<file path="src/rtl/gpio_ioc_port.sv">
module gpio_ioc_port #(
  parameter int N      = 8,
  parameter int ADDR_W = 4
) (
  input  logic              clk,
  input  logic              rst_n,
  input  logic              wr_en,
  input  logic              rd_en,
  input  logic [ADDR_W-1:0] addr,
  input  logic [N-1:0]      wdata,
  output logic [N-1:0]      rdata,
  input  logic [N-1:0]      pin_in,
  output logic [N-1:0]      pin_out,
  output logic [N-1:0]      pin_oe,
  output logic [N-1:0]      pin_pu,
  output logic              irq_o,
  output logic              irq_oe
);
  localparam logic [ADDR_W-1:0] A_DIR  = ADDR_W'(4'h0);
  localparam logic [ADDR_W-1:0] A_POL  = ADDR_W'(4'h1);
  localparam logic [ADDR_W-1:0] A_IEN  = ADDR_W'(4'h2);
  localparam logic [ADDR_W-1:0] A_DEF  = ADDR_W'(4'h3);
  localparam logic [ADDR_W-1:0] A_MODE = ADDR_W'(4'h4);
  localparam logic [ADDR_W-1:0] A_CFG  = ADDR_W'(4'h5);
  localparam logic [ADDR_W-1:0] A_PU   = ADDR_W'(4'h6);
  localparam logic [ADDR_W-1:0] A_FLAG = ADDR_W'(4'h7);
  localparam logic [ADDR_W-1:0] A_CAP  = ADDR_W'(4'h8);
  localparam logic [ADDR_W-1:0] A_PORT = ADDR_W'(4'h9);
  localparam logic [ADDR_W-1:0] A_LAT  = ADDR_W'(4'hA);
  localparam int CFG_W = 3;

  logic [N-1:0] dir_q, pol_q, ien_q, def_q, mode_q, pu_q, lat_q;
  logic [CFG_W-1:0] cfg_q;
  logic [N-1:0] sync1_q, sync2_q, prev_q;
  logic [N-1:0] flag_q, cap_q;
  logic         pend_q;

  wire [N-1:0] port_val = sync2_q ^ pol_q;
  wire [N-1:0] diff_prev = sync2_q ^ prev_q;
  wire [N-1:0] diff_def  = port_val ^ def_q;
  wire [N-1:0] trig = ien_q & ((mode_q & diff_def) | (~mode_q & diff_prev));
  wire [N-1:0] first = trig & (~trig + N'(1));
  wire ack_on_cap = cfg_q[0];
  wire ack = rd_en && (addr == (ack_on_cap ? A_CAP : A_PORT));

  always_ff @(posedge clk or negedge rst_n) begin
    if (!rst_n) begin
      dir_q  <= '1;
      pol_q  <= '0;
      ien_q  <= '0;
      def_q  <= '0;
      mode_q <= '0;
      cfg_q  <= '0;
      pu_q   <= '0;
      lat_q  <= '0;
    end else if (wr_en) begin
      case (addr)
        A_DIR:          dir_q  <= wdata;
        A_POL:          pol_q  <= wdata;
        A_IEN:          ien_q  <= wdata;
        A_DEF:          def_q  <= wdata;
        A_MODE:         mode_q <= wdata;
        A_CFG:          cfg_q  <= wdata[CFG_W-1:0];
        A_PU:           pu_q   <= wdata;
        A_PORT, A_LAT:  lat_q  <= wdata;
        default: ;
      endcase
    end
  end

  always_ff @(posedge clk or negedge rst_n) begin
    if (!rst_n) begin
      sync1_q <= '0;
      sync2_q <= '0;
      prev_q  <= '0;
    end else begin
      sync1_q <= pin_in;
      sync2_q <= sync1_q;
      prev_q  <= sync2_q;
    end
  end

  always_ff @(posedge clk or negedge rst_n) begin
    if (!rst_n) begin
      pend_q <= 1'b0;
      flag_q <= '0;
      cap_q  <= '0;
    end else if (ack) begin
      pend_q <= 1'b0;
      flag_q <= '0;
    end else if (!pend_q && |trig) begin
      pend_q <= 1'b1;
      flag_q <= first;
      cap_q  <= port_val;
    end
  end

  always_comb begin
    case (addr)
      A_DIR:   rdata = dir_q;
      A_POL:   rdata = pol_q;
      A_IEN:   rdata = ien_q;
      A_DEF:   rdata = def_q;
      A_MODE:  rdata = mode_q;
      A_CFG:   rdata = N'(cfg_q);
      A_PU:    rdata = pu_q;
      A_FLAG:  rdata = flag_q;
      A_CAP:   rdata = cap_q;
      A_PORT:  rdata = port_val;
      A_LAT:   rdata = lat_q;
      default: rdata = '0;
    endcase
  end

  assign pin_out = lat_q;
  assign pin_oe  = ~dir_q;
  assign pin_pu  = pu_q;
  assign irq_oe  = cfg_q[2] ? pend_q : 1'b1;
  assign irq_o   = cfg_q[2] ? 1'b0 : (cfg_q[1] ? pend_q : ~pend_q);


  flag_onehot_chk: assert property (@(posedge clk) disable iff (!rst_n)
    $onehot0(flag_q));


  hold_while_pending_chk: assert property (@(posedge clk) disable iff (!rst_n)
    (pend_q && !ack) |=> ($stable(flag_q) && $stable(cap_q)));


  ack_clears_chk: assert property (@(posedge clk) disable iff (!rst_n)
    ack |=> (flag_q == '0));


  raise_on_trigger_chk: assert property (@(posedge clk) disable iff (!rst_n)
    (!pend_q && !ack && |trig) |=>
      ((flag_q != '0) && ((flag_q & $past(trig)) == flag_q)));
endmodule

</file>
<file path="config.mk">
export PLATFORM = sky130hd
export DESIGN_NAME = gpio_ioc_port
export DESIGN_NICKNAME = d
export VERILOG_FILES = /design/src/rtl/gpio_ioc_port.sv
export SDC_FILE = /design/constraint.sdc
export NUM_CORES = 1
export LEC_CHECK = 0
export CAP_MARGIN = 30
export CORE_MARGIN = 2
export CORE_UTILIZATION = 35
export DETAILED_ROUTE_END_ITERATION = 8
export PLACE_DENSITY = 0.66
export SYNTH_ARGS = -nofsm -noshare
export SYNTH_HDL_FRONTEND = slang
export SYNTH_SLANG_ARGS = --single-unit
export TNS_END_PERCENT = 5
</file>
<file path="constraint.sdc">
create_clock -name clk -period 3.15 [get_ports clk]
set_input_delay 0.315 -clock clk [delete_from_list [all_inputs] [get_ports clk]]
set_output_delay 0.315 -clock clk [all_outputs]
set_load 0.05 [all_outputs]
</file>
==> results of run 1 <==
-- final cells by class --
class / count / area (um^2) / share of cell area (%)
inverter: 19 / 71.32 / 1.181
sequential: 100 / 2512 / 41.62
clock buffer: 12 / 256.5 / 4.249
clock inverter: 4 / 23.77 / 0.3938
tap: 176 / 220.2 / 3.648
timing repair buffer: 73 / 755.7 / 12.52
multi-input combinational: 282 / 2197 / 36.39
-- logic make-up after synthesis --
logic type / share of synthesized area (%)
and+or+nand+nor: 11.79
DFF: 51.93
AOI/OAI and AO/OA: 13.71
muxes: 16.65
buffers and inverters: 2.663
xor gates and xnor gates: 3.259
-- how the worst max path moves through the flow --
stage,endpoint,cells past startpoint,from,slack (ps)
finish,rdata[0],7,addr[3],320
global route,rdata[2],8,addr[3],210
CTS,rdata[2],8,addr[3],350
detailed placement,rdata[2],8,addr[3],360
global placement,rdata[2],8,addr[3],360
floorplan,rdata[6],4,addr[0],930
-- power breakdown --
part	internal [uW]	switching, uW	total (uW)
sequential	1580	285	1860
clock	576	469	1050
combinational	613	766	1380
-- flip-flops by register name, summed over array words and instances, names as in the netlist --
signal   flops
ien_q        8
prev_q       8
sync2_q      8
pin_out      8
flag_q       8
def_q        8
pin_pu       8
mode_q       8
pol_q        8
sync1_q      8
pend_q       1
dir_q        8
cfg_q        3
cap_q        8
-- layout by cell type (no fill, tap or decap), drive strengths merged, types with 4 or more instances in the layout --
master	n
dfstp	8
nor3b	5
a22oi	10
a21oi	6
nor3	8
a32oi	5
clkbuf	12
nand4	6
inv	19
buf	25
o21ai	26
nand2	31
mux2	61
xor2	9
a31o	6
clkdlybuf4s50	48
nor2	21
a211oi	9
nor2b	12
o211a	8
dfrtp	92
nand3	6
xnor2	9
clkinv	4
mux2i	7
nand2b	11
-- per-stage QoR --
| step | instance area [um^2] | total power [uW] |
|---|---|---|
| floorplan | 4838 | 2727 |
| global placement | 5757 | 3225 |
| detailed placement | 5757 | 3254 |
| CTS | 6037 | 4315 |
| global route | 6037 | 4502 |
| finish | 6037 | 4289 |
-- worst max-delay path, stage by stage --
cell and delay, ps:
clkdlybuf4s50_1 680, nor2b_1 380, nand2_1 350, o21ai_0 320
a22oi_1 110, nand4_1 190, buf_12 160
-- routing by layer --
layer / part of all wire [%] / global-route usage (%)
met1: 44 / 25.95
met2: 46 / 28.90
met3: 7.7 / 5.243
met4: 2.4 / 5.891
met5: 0 / 0
==> reports/results.ini, run 1 <==
[run_status]
outcome = completed

[drt]
ant_nets = 0
vias_per_cell = 5.503
drt_wl_total_um = 13180
via_count = 3665
dr.first_iter.drc_count = 305
remaining_drc_errors = 0
post_drt_wl_per_cell_um = 19.79
dr.pass1.iters = 5

[clock_tree]
cts_sinks = 100
clock_latency_ps = 350
clk_pin_slew_ps = 70
cts-root-buf = clkbuf_16
numCtsBuffers = 9
htree_levels = 3
hold_buffers = 0
post_cts_buffers = 0
tritoncts = yes
cts_buffer_depth = 2
cts_resized = 0

[floorplan]
core_mm2 = 0.01335
num_rows = 42
initial_utilization_pct = 36.25
die_h_um = 121.6
pin_count = 58
die_area_mm2 = 0.01478
die_w_um = 121.6

[timing]
final_hold_viol_count = 0
worst_pin_slew_ps = 889.4
hold_slack_ps = 96.06
post-route-period-util_pct = 89.90
min_period_ps = 2832
fin_ws_ps = 318.1
max-slew-margin-rel_pct = 40.71
skew_ps = 7.666
grt_setup_unrepaired = false
finalSetupViolations = 0
fmax_mhz = 353.1
setup_tns_ps = 0
slew_viol_final = 0

[cells_and_area]
fin_cells = 666
fillers = 1297
final_core_util_pct = 45.23
antenna_cells = 0
syn_to_final_growth_pct = 24.77
drive_above_1_share_pct = 21.84
nNetsFinal = 509

[power_and_ir_drop]
vdd.ir_drop.worst_mv = 0.3657
p_per_area_mw_per_mm2 = 710.5
p_leak_uw = 0.002585

[worst_setup_path]
ff2ff_path_depth = 6
cp.required_ps = 2830
arrival_ps = 2520
crit_fanout = 8
crit_type = in2out
worst_setup_path_start_kind = primary input
worstReg2RegEnd = cap_q[5]
cp-end-kind = output pin
rr_startpoint = pol_q[5]
rrSetupSlack_ps = 710

[placed_design]
hpwl_um = 9482
io_buffer_count = 57
dp_slack_ps = 360.9
routabilityCongestion = 0.9219
placedCellCount = 650

[synthesis]
ys_top_cells_by_count = 92 x dfrtp_1, 38 x mux2_2, 31 x nand2_1, 21 x nor2_1, 19 x inv_1
ys_ff_latch = 100
synth_ff_type = dfrtp_1
yosysWarnings = 0
async_flop_share_pct = 100.0
syn_avg_cell_area_um2 = 11.63
syn-cell-area_mm2 = 0.004838
synth-edff-count = 0
seq_area_frac_synth_pct = 51.93
synth_cell_types = 53
synth_area_leaders = dfrtp_1 48%, mux2_2 8.8%, dfstp_2 4.3%
synth_most_common_cell = dfrtp_1
yosysTopAreaCellShare_pct = 47.58
synth_top_area_cell = dfrtp_1
synth_fp_nets = 440
synthCells = 416

[job]
drv_cap = 0

[grt]
grt_pass1_vias = 3655
antenna_found_initial = 0
grt.total_usage_pct = 18.81
grt_start_max_net_pins = 73
grt-ovfl-total = 0
grt_pass1_wl_um = 20620

[min_path]
hold_class = in2async

Power figures use the tool's default switching activity.
==> inputs of run 2 (changes only) <==
HOLD_SLACK_MARGIN = 0.06   (was default)
SKIP_CTS_REPAIR_TIMING = 1   (was default)
clock period = 3.45 ns   (was 3.15 ns; I/O delays follow)
==> reports/results.ini, run 2 (synthesis results as in run 1) <==
[floorplan]
die_w_um = 121.6
die_h_um = 121.6
num_rows = 42
core_mm2 = 0.01335
die_area_mm2 = 0.01478
pin_count = 58
initial_utilization_pct = 36.25

[worst_setup_path]
crit_type = in2out
cp_cell_sequence = clkdlybuf4s50_1 -> nor2b_1 -> and2_1 -> a22oi_1 -> nand2_1 -> a221oi_1 -> o21ai_1 -> buf_12
crit_path_end = rdata[2]
worst_setup_path_start_kind = primary input
arrival_ps = 2660
critPathSlowestCell = clkdlybuf4s50_1
rr_startpoint = pol_q[6]
cp-end-kind = output pin
worst_path_largest_cell_delay_ps = 780
worstReg2RegEnd = cap_q[3]
ff2ff_path_depth = 6
cp.required_ps = 3110
crit_path_start = addr[3]
rrSetupSlack_ps = 960
crit_fanout = 11

[timing]
finalSetupViolations = 0
fmax_mhz = 332.9
setup_tns_ps = 0
hold_slack_ps = 348.7
post-route-period-util_pct = 87.07
slew_viol_final = 0
max-slew-margin-rel_pct = 49.55
worst_pin_slew_ps = 756.8
min_period_ps = 3004
grt_setup_unrepaired = false
skew_ps = 6.935
final_hold_viol_count = 0

[job]
drv_cap = 0

[grt]
grt.total_usage_pct = 18.92
grt_pass1_wl_um = 21000
grt_start_max_net_pins = 45
grt_pass1_vias = 3724
antenna_found_initial = 0
grt-ovfl-total = 0

[drt]
remaining_drc_errors = 0
dr.first_iter.drc_count = 286
dr.pass1.iters = 7
post_drt_wl_per_cell_um = 20.29
vias_per_cell = 5.561
drt_wl_total_um = 13410
ant_nets = 0
via_count = 3676

[placed_design]
io_buffer_count = 57
placedCellCount = 644
routabilityCongestion = 0.9166
hpwl_um = 9656

[power_and_ir_drop]
p_per_area_mw_per_mm2 = 660.8
clkPwrFrac_pct = 25.4
p_leak_uw = 0.002566
intPower_uw = 2582
vdd.ir_drop.worst_mv = 0.4386
swShare_pct = 35.06
pwr-share-comb_pct = 31.8
netSwitchingPower_uw = 1394
seq_power_share_pct = 42.8

[clock_tree]
numCtsBuffers = 9
htree_levels = 3
clk_pin_slew_ps = 60
clock_latency_ps = 350
cts-root-buf = clkbuf_16
cts_buffer_depth = 2
cts_sinks = 100
tritoncts = yes

[cells_and_area]
final_cell_mix = 92 x dfrtp_1, 48 x clkdlybuf4s50_1, 38 x mux2_2, 31 x nand2_1, 21 x nor2_1
antenna_cells = 0
fin_cells = 661
drive_above_1_share_pct = 20.62
final_common_cell = dfrtp_1
nNetsFinal = 504
syn_to_final_growth_pct = 24.36
fillers = 1280

[run_status]
outcome = completed

[min_path]
whs_path_depth = 0
hold_class = reg2reg

==> run 2: cell count changes in the layout (fill, tap and decap cells not counted), sizes merged <==
cell	change
dlygate4sd3	+1
clkinv	-1
bufinv	+1
buf	-6
==> run 2: per-layer routing <==
layer  up-vias  global-route usage [%]  share of wire, %  wire, um
met5         -                       0                 0         0
met4         0                   6.897               2.6       348
met3        25                   4.120               6.8       914
met2       148                   29.56                46      6233
met1      1859                   26.00                44      5917
li1       1644                       -                 -         -
==> run 2: final cells by class <==
type,count,area [um^2],area share [%]
flip-flops and latches,100,2512,41.76
multi-input cells,282,2197,36.51
repair buffers,68,720.7,11.98
clock buffers,12,246.5,4.096
well taps,176,220.2,3.660
inverters,19,71.32,1.185
clock inverters,4,48.80,0.8110
==> run 2: worst min path at each step <==
stage | end | start | slack, ps
final | sync2_q[4] | sync1_q[4] | 350
after detailed placement | sync2_q[4] | sync1_q[4] | 330
after CTS | cap_q[6] | rst_n | 4
after global placement | sync2_q[3] | sync1_q[3] | 340
after global routing | sync2_q[7] | sync1_q[7] | 350
after floorplan | cap_q[0] | rst_n | 50
==> run 2: through the flow <==
step	total power, uW	worst slack (ps)	cell area (um^2)	utilization [%]
6_report	3976	446.3	6017	45.08
5_1_grt	4154	341.3	6017	45.08
4_1_cts	3998	505.1	6007	45.00
3_5_place_dp	2980	422.2	5712	42.79
3_3_place_gp	2952	407.7	5712	42.79
2_1_floorplan	2490	1175	4838	-
==> run 2: power groups by stage <==
stage / Combinational, uW / Sequential [uW] / Clock, uW
2_1_floorplan: 708 / 1780 / 0
6_report: 1260 / 1700 / 1010
5_1_grt: 1350 / 1730 / 1070
3_5_place_dp: 1270 / 1710 / 0
3_3_place_gp: 1240 / 1710 / 0
4_1_cts: 1270 / 1700 / 1030
==> run 2: worst max-delay path, delay by kind of cell <==
kind | cells | cell delay, ps
buffers and inverters | 2 | 970
AO/OA/AOI/OAI | 3 | 430
AND/OR/NAND/NOR | 3 | 910
==> inputs of run 3 (changes only) <==
ABC_AREA = 1   (was default)
CORE_UTILIZATION = 58   (was 35)
PLACE_DENSITY = 0.94   (was 0.66)
==> reports/results.ini, run 3 <==
[power_and_ir_drop]
fin_total_pwr_uw = 3545
vdd.ir_drop.worst_mv = 0.4628
p_per_area_mw_per_mm2 = 612.6
p_leak_uw = 0.002870

[timing]
min_period_ps = 3301
final_hold_viol_count = 0
finalSetupViolations = 0
fin_ws_ps = 148.8
setup_tns_ps = 0
slew_viol_final = 0
post-route-period-util_pct = 95.69
max-slew-margin-rel_pct = 42.60
worst_pin_slew_ps = 858.6
skew_ps = 14.15
grt_setup_unrepaired = false
fmax_mhz = 302.9

[floorplan]
core_mm2 = 0.008217
initial_utilization_pct = 60.00
num_rows = 33
die_h_um = 96.19
die_w_um = 96.19
die_area_mm2 = 0.009253
pin_count = 58

[synthesis]
syn_avg_cell_area_um2 = 8.398
seq_area_frac_synth_pct = 50.96
synthCells = 587
synth-edff-count = 0
ys_top_cells_by_count = 170 x nand2_1, 92 x dfrtp_1, 81 x inv_1, 56 x nand3_1, 36 x o21ai_0
synth_ff_type = dfrtp_1
ys_ff_latch = 100
yosysTopAreaCellShare_pct = 46.70
synth_most_common_cell = nand2_1
synth_cell_types = 32
syn-cell-area_mm2 = 0.004930
synth_top_area_cell = dfrtp_1
yosysWarnings = 0
synth_area_leaders = dfrtp_1 47%, nand2_1 13%, inv_1 6.2%
synth_fp_nets = 611
async_flop_share_pct = 100.0

[run_status]
outcome = completed

[cells_and_area]
final_cell_mix = 170 x nand2_1, 92 x dfrtp_1, 81 x inv_1, 56 x nand3_1, 53 x clkdlybuf4s50_1
syn_to_final_growth_pct = 17.39
fillers = 581
fin_cells = 759
drive_above_1_share_pct = 13.30
multi_input_area_mm2 = 0.001983
nNetsFinal = 673
final_core_util_pct = 70.43
final_common_cell = nand2_1
seqCellArea_mm2 = 0.002512
antenna_cells = 0

[worst_setup_path]
crit_fanout = 8
cp.required_ps = 3110
worst_path_largest_cell_delay_ps = 810
ff2ff_path_depth = 12
cp_cell_sequence = clkdlybuf4s50_1 -> inv_2 -> nor2_4 -> nand2_1 -> o22ai_1 -> a21oi_1 -> nand3_1 -> clkdlybuf4s50_1
crit_type = in2out
cp-end-kind = output pin
arrival_ps = 2960
crit_top_cell = clkdlybuf4s50_1
critPathSlowestCell = clkdlybuf4s50_1
worst_setup_path_start_kind = primary input

[clock_tree]
clock_latency_ps = 370
cts-root-buf = clkbuf_8
numCtsBuffers = 9
tritoncts = yes
clk_pin_slew_ps = 100
cts_buffer_depth = 2
cts_sinks = 100
htree_levels = 3

[drt]
remaining_drc_errors = 0
post_drt_wl_per_cell_um = 17.80
drt_wl_total_um = 13510
dr.pass1.iters = 6
ant_nets = 0
via_count = 4643
vias_per_cell = 6.117
dr.first_iter.drc_count = 619

[grt]
grt_pass1_vias = 4514
grt-ovfl-total = 0
grt_start_max_net_pins = 67
grt.total_usage_pct = 31.83
grt_pass1_wl_um = 22080
antenna_found_initial = 0

[placed_design]
routabilityCongestion = 0.9444
dp_slack_ps = 267.6
hpwl_um = 9108
io_buffer_count = 57
placedCellCount = 743

[min_path]
hold_class = in2async

[job]
drv_cap = 0

-- run 3: final cells by class --
cell class                      instances  share of cell area, %
Inverter                               92                  6.032
Timing Repair Buffer                   63                  10.46
Clock buffer                            9                  2.141
Sequential cell                       100                  43.42
Multi-Input combinational cell        383                  34.27
Clock inverter                          7                  1.405
Tap cell                              105                  2.270
-- run 3: power by group --
part,internal (uW),switching (uW),total [uW]
sequential,1410,191,1600
combinational,377,784,1160
clock,347,435,782
-- run 3: worst max-delay path: cells and delay by family --
family                 cells  cell delay [ps]
AND/OR/NAND/NOR            3              610
AO/OA/AOI/OAI              2              380
buffers and inverters      3             1620
-- run 3: kinds of logic after synthesis --
logic type      after synthesis  share of synthesized area (%)
compound gates              101                          13.86
xor+xnor                      1                         0.1777
buf+inv                     104                          8.807
flops                       100                          50.96
simple gates                281                          26.19
-- run 3: stage by stage --
stage,hold slack (ps),instance area [um^2]
finish,47.05,5787
global route,124.7,5787
CTS,86.07,5787
detailed placement,336.3,5582
global placement,332.4,5582
floorplan,49.41,4930
-- run 3: routing by layer --
metal | up-vias | wire [um] | track usage (%)
met5 | - | 0 | 0
met4 | 0 | 688 | 15.60
met3 | 85 | 1539 | 9.005
met2 | 334 | 6178 | 48.84
met1 | 2176 | 5102 | 41.64
li1 | 2048 | - | -
-- run 3: final timing paths --
| kind | end | slack, ps | startpoint |
|---|---|---|---|
| max in group asynchronous | dir_q[6] | 2550 | rst_n |
| max reg2reg | cap_q[4] | 1530 | pol_q[2] |
| max | rdata[4] | 150 | addr[2] |
| min | pin_out[3] | 50 | rst_n |
| min reg2reg | sync2_q[2] | 360 | sync1_q[2] |
| min in group clk | sync2_q[2] | 360 | sync1_q[2] |
